$ cat src/rtl/relocPkg.sv
package relocPkg;
  typedef struct packed {
    logic relocWe;
    logic limitWe;
    logic userReq;
    logic kernelReq;
  } ctrlStrobe_t;
endpackage

$ cat src/rtl/relocCtrl.sv
module relocCtrl
  import relocPkg::*;
(
  input  logic        clk,
  input  logic        rstN,
  input  logic        reqValid,
  input  logic        reqKernel,
  input  logic        cfgValid,
  input  logic        cfgSel,
  input  logic        cfgKernel,
  output ctrlStrobe_t strobe,
  output logic        privFault
);
  logic cfgAllowed;

  assign cfgAllowed = cfgValid && cfgKernel;

  always_comb begin
    strobe.relocWe   = cfgAllowed && !cfgSel;
    strobe.limitWe   = cfgAllowed && cfgSel;
    strobe.userReq   = reqValid && !reqKernel;
    strobe.kernelReq = reqValid && reqKernel;
  end

  always_ff @(posedge clk) begin
    if (!rstN) privFault <= 1'b0;
    else       privFault <= cfgValid && !cfgKernel;
  end


  priv_pulse_chk: assert property (@(posedge clk) disable iff (!rstN)
    (cfgValid && !cfgKernel) |=> privFault);


  priv_quiet_chk: assert property (@(posedge clk) disable iff (!rstN)
    !(cfgValid && !cfgKernel) |=> !privFault);


  single_target_chk: assert property (@(posedge clk) disable iff (!rstN)
    $onehot0({strobe.relocWe, strobe.limitWe}));
endmodule

$ cat src/rtl/relocDatapath.sv
module relocDatapath
  import relocPkg::*;
#(
  parameter int LOG_W  = 16,
  parameter int PHYS_W = 20
) (
  input  logic              clk,
  input  logic              rstN,
  input  ctrlStrobe_t       strobe,
  input  logic [LOG_W-1:0]  reqAddr,
  input  logic              reqWrite,
  input  logic [PHYS_W-1:0] cfgData,
  output logic              rspValid,
  output logic [PHYS_W-1:0] rspAddr,
  output logic              rspGrant,
  output logic              rspFault,
  output logic              rspWrite
);
  localparam int SUM_W = PHYS_W + 1;

  logic [PHYS_W-1:0] relocReg;
  logic [PHYS_W-1:0] limitReg;
  logic [PHYS_W-1:0] extAddr;
  logic [SUM_W-1:0]  sumFull;
  logic              inBounds;
  logic              carryOut;
  logic              userOk;

  always_comb begin
    extAddr  = PHYS_W'(reqAddr);
    sumFull  = {1'b0, relocReg} + {1'b0, extAddr};
    carryOut = sumFull[PHYS_W];
    inBounds = extAddr < limitReg;
    userOk   = strobe.userReq && inBounds && !carryOut;
  end

  always_ff @(posedge clk) begin
    if (!rstN) begin
      relocReg <= '0;
      limitReg <= '0;
    end else begin
      if (strobe.relocWe) relocReg <= cfgData;
      if (strobe.limitWe) limitReg <= cfgData;
    end
  end

  always_ff @(posedge clk) begin
    if (!rstN) begin
      rspValid <= 1'b0;
      rspGrant <= 1'b0;
      rspFault <= 1'b0;
      rspWrite <= 1'b0;
      rspAddr  <= '0;
    end else begin
      rspValid <= strobe.userReq || strobe.kernelReq;
      rspGrant <= strobe.kernelReq || userOk;
      rspFault <= strobe.userReq && !userOk;
      rspWrite <= (strobe.userReq || strobe.kernelReq) && reqWrite;
      if (strobe.kernelReq)  rspAddr <= extAddr;
      else if (userOk)       rspAddr <= sumFull[PHYS_W-1:0];
      else                   rspAddr <= '0;
    end
  end


  grant_fault_excl_chk: assert property (@(posedge clk) disable iff (!rstN)
    !(rspGrant && rspFault));


  fault_addr_zero_chk: assert property (@(posedge clk) disable iff (!rstN)
    rspFault |-> (rspAddr == '0));


  out_of_range_chk: assert property (@(posedge clk) disable iff (!rstN)
    (strobe.userReq && !(extAddr < limitReg)) |=> (rspFault && !rspGrant));


  kernel_bypass_chk: assert property (@(posedge clk) disable iff (!rstN)
    strobe.kernelReq |=> (rspGrant && rspAddr == $past(extAddr)));


  resp_latency_chk: assert property (@(posedge clk) disable iff (!rstN)
    (strobe.userReq || strobe.kernelReq) |=> (rspValid && (rspGrant || rspFault)));


  regs_hold_chk: assert property (@(posedge clk) disable iff (!rstN)
    !(strobe.relocWe || strobe.limitWe) |=> ($stable(relocReg) && $stable(limitReg)));
endmodule

$ cat src/rtl/relocProtUnit.sv
module relocProtUnit
  import relocPkg::*;
#(
  parameter int LOG_W  = 16,
  parameter int PHYS_W = 20
) (
  input  logic              clk,
  input  logic              rstN,
  input  logic              reqValid,
  input  logic [LOG_W-1:0]  reqAddr,
  input  logic              reqWrite,
  input  logic              reqKernel,
  input  logic              cfgValid,
  input  logic              cfgSel,
  input  logic [PHYS_W-1:0] cfgData,
  input  logic              cfgKernel,
  output logic              rspValid,
  output logic [PHYS_W-1:0] rspAddr,
  output logic              rspGrant,
  output logic              rspFault,
  output logic              rspWrite,
  output logic              privFault
);
  ctrlStrobe_t strobe;

  relocCtrl i_ctrl (
    .clk       (clk),
    .rstN      (rstN),
    .reqValid  (reqValid),
    .reqKernel (reqKernel),
    .cfgValid  (cfgValid),
    .cfgSel    (cfgSel),
    .cfgKernel (cfgKernel),
    .strobe    (strobe),
    .privFault (privFault)
  );

  relocDatapath #(.LOG_W(LOG_W), .PHYS_W(PHYS_W)) i_dp (
    .clk      (clk),
    .rstN     (rstN),
    .strobe   (strobe),
    .reqAddr  (reqAddr),
    .reqWrite (reqWrite),
    .cfgData  (cfgData),
    .rspValid (rspValid),
    .rspAddr  (rspAddr),
    .rspGrant (rspGrant),
    .rspFault (rspFault),
    .rspWrite (rspWrite)
  );
endmodule

$ cat config.mk
export PLATFORM = sky130hd
export DESIGN_NAME = relocProtUnit
export DESIGN_NICKNAME = d
export VERILOG_FILES = /design/src/rtl/relocPkg.sv /design/src/rtl/relocCtrl.sv /design/src/rtl/relocDatapath.sv /design/src/rtl/relocProtUnit.sv
export SDC_FILE = /design/constraint.sdc
export NUM_CORES = 1
export LEC_CHECK = 0
export ABC_AREA = 1
export BUFFER_PORTS_ARGS = -buffer_cell sky130_fd_sc_hd__buf_2
export CORE_ASPECT_RATIO = 0.9
export CORE_UTILIZATION = 50
export DETAILED_ROUTE_END_ITERATION = 7
export PLACE_DENSITY = 0.8
export REMOVE_ABC_BUFFERS = 1
export SLEW_MARGIN = 20
export SYNTH_ARGS = -nofsm -noshare
export SYNTH_HDL_FRONTEND = slang
export SYNTH_SLANG_ARGS = --single-unit
$ cat constraint.sdc
create_clock -name clk -period 2 [get_ports clk]
set_input_delay 0.1 -clock clk [delete_from_list [all_inputs] [get_ports clk]]
set_output_delay 0.1 -clock clk [all_outputs]
set_load 0.01 [all_outputs]
==> flow_summary.yaml <==
sta:
  period_needed_ps: 2020
  timing.fmax_ghz: 0.495
  finalHoldViolations: 0
  finalSetupViolCount: 1
  finalMaxSlewViolations: 0
  slew_headroom_pct: 46.8
  tightest_slew_ps: 796
  fin_skew_ps: 10.4
  rsz0062_at_grt: "yes"
  finalWorstSetupSlack_ps: -19.1
  period_share_pct: 101
place:
  gp_congestion: 0.953
  io_buffer_count: 68
  dpl.hpwl_microns: 7820
  post_dp_cell_area_sq_mm: 0.00424
synth:
  postSynthCellCount: 557
  syn_area_sq_mm: 0.00373
  avgSynthCellArea_sq_um: 6.69
  ys_types: 27
  ys_warn_count: 0
  synth_seq_cells: 65
  seq_area_frac_synth_pct: 34.9
die:
  initial_core_util_pct: 52.1
  core_sq_mm: 0.00715
  dieArea_sq_mm: 0.00780
  ios: 69
  die_h_microns: 83.9
  fp.dieW_microns: 93.0
  rows: 29
outcome:
  outcome: "finished, violations left"
  violations: "negative setup slack"
cells_and_area:
  diodes: 0
  final_util_pct: 66.6
  multi_input_area_sq_mm: 0.00217
  fillers: 639
  fin_area_sq_mm: 0.00476
  drive_gt1_share_pct: 19.2
  finalNetCount: 737
  syn_to_final_growth_pct: 27.8
  register_area_sq_mm: 0.00131
  final_common_cell: "nand2_1"
  layout_common_cells: "143 x nand2_1, 78 x inv_1, 68 x buf_2"
worst_setup_path:
  cp_num_buf_inv: 2
  crit_arrival_ps: 2260
  crit_required_ps: 2240
  crit_chain: "ha_4 > inv_2 > fa_2 > inv_2 > nand3_2 > nand3_2 > nand2_2 > nand3_4 > nand2_4 > nor2_4 > nor2_4 > nand3_1 > nand2_1"
  path_delay_family: "simple AND/OR/NAND/NOR gates"
  slowest_delay_ps: 400
  crit_type: "flop to flop"
  worst_setup_path_end_kind: "flop"
  start_kind: "flop"
  crit_slowest_cell: "fa_2"
  worstPathMaxFanout: 8
route:
  dr.pass1.iters: 4
  avgRoutedWirePerCell_microns: 14.0
  via_count: 3849
  viasPerCell: 5.08
  drc: 0
  drtAntennaViolNets: 0
  wl_microns: 10600
  drt_iter0_drc: 234
global_routing:
  grt_pass1_vias: 3577
  track_usage_pct: 28.1
  grt_max_degree: 36
  antenna_found_initial: 0
  grt_pass1_wl_microns: 17000
  met3_usage_pct: 5.46
  grt_util_met1_pct: 39.6
  grt_overflow_total: 0
  use_met2_pct: 43.2
  grt-busiest-layer: "met2"
clock_tree:
  htreeDepth: 3
  clkLatencyLatePin_ps: 350
  cts.sinks: 65
  cts_tree: "done"
  clk_root_buffer_cell: "clkbuf_8"
  clk_pin_slew_ps: 70
  cts.path.max_buffers: 2
  numCtsBuffers: 9
power:
  p_leak_nw: 2.44
  power_density_mw_per_mm2: 671
  ir_worst_vdd_mv: 0.516
  fin_total_pwr_mw: 3.20
min_path:
  hold_path_class: "input pin to flop"
job:
  cap_violations: 0
==> tightest hold or removal path, cell delays in order <==
cell,delay [ps]
buf_2,110
nand2_1,60
nor2_1,40
==> area by class of cell <==
type	instances	share of cell area [%]
tap	93	2.44
sequential	65	27.4
inverter	81	6.38
timing repair buffer	106	14.1
clock inverter	3	0.841
multi-input combinational	398	45.5
clock buffer	12	3.26
==> cell usage after synthesis <==
master	number	area share (%)
buf_6	1	0.30
and2_1	2	0.34
nor2_4	1	0.30
or2_1	1	0.17
xor2_1	7	1.6
nor2_1	64	6.4
nor2_2	1	0.17
nor2_8	1	0.54
clkbuf_1	14	1.4
nand2_2	2	0.34
nand3b_1	1	0.20
nor3_1	4	0.54
fa_1	1	0.54
nand3_1	22	3.0
o21ai_0	46	6.2
inv_2	1	0.10
nand3_2	2	0.54
a21oi_1	55	7.4
dfxtp_1	65	35
ha_1	31	10
xnor2_1	3	0.71
or2_2	1	0.17
inv_1	80	8.1
nand4_1	4	0.67
o21bai_1	1	0.20
nand2_1	145	15
a21o_1	1	0.20
==> kinds of logic (layout without fill, tap and decap cells) <==
kind of cell | after synthesis | after routing | share of synthesized area [%]
buf+inv | 96 | 202 | 9.87
compound gates | 103 | 103 | 14.0
fa+ha+maj | 32 | 32 | 10.9
flops | 65 | 65 | 34.9
simple gates | 251 | 253 | 28.0
xor+xnor | 10 | 10 | 2.35
==> sequential cells by signal (all words and copies together) (netlist names) <==
signal and count:
i_dp.relocReg 20, i_dp.rspValid 1, i_dp.rspAddr 20, i_ctrl.privFault 1, i_dp.rspWrite 1, i_dp.rspFault 1, i_dp.limitReg 20, i_dp.rspGrant 1
==> metal layers <==
metal | part of all wire, % | routed length, microns
met2 | 45 | 4770
met1 | 49 | 5160
met4 | 1.4 | 150
met5 | 0 | 0
met3 | 4.7 | 492
==> power by group <==
| part | switching [mW] | internal, mW | total, mW | leakage, nW |
|---|---|---|---|---|
| Combinational | 0.394 | 0.271 | 0.666 | 1.80 |
| Sequential | 0.0306 | 1.36 | 1.39 | 0.533 |
| Clock | 0.508 | 0.634 | 1.14 | 0.102 |
==> worst paths after layout <==
kind,start,end,slack (ps),depth (start not counted)
worst max-delay path,i_dp.relocReg[0],i_dp.rspAddr[0],-20,13
worst min register to register,i_dp.limitReg[18],i_dp.limitReg[18],450,2
worst max register to register,i_dp.relocReg[0],i_dp.rspAddr[0],-20,13
worst min-delay path,cfgValid,i_ctrl.privFault,10,3
==> repair_timing <==
item,in CTS,in global routing
hold endpoints to repair,18,0
resized for setup,2,22
setup endpoints to repair,7,22
setup buffers,0,3
cloned,0,2
hold buffers,19,0
pin swaps,0,9
==> metrics by stage <==
step	setup TNS [ps]	instances	setup slack [ps]	hold slack (ps)
detailed placement	-175	719	-59.0	300
floorplan	0	542	76.1	172
global placement	0	719	61.0	289
finish	-19.1	758	-19.1	10.5
CTS	0	753	12.6	0.0916
global route	-1740	758	-120	26.4
(Power assumes the default switching activity.)
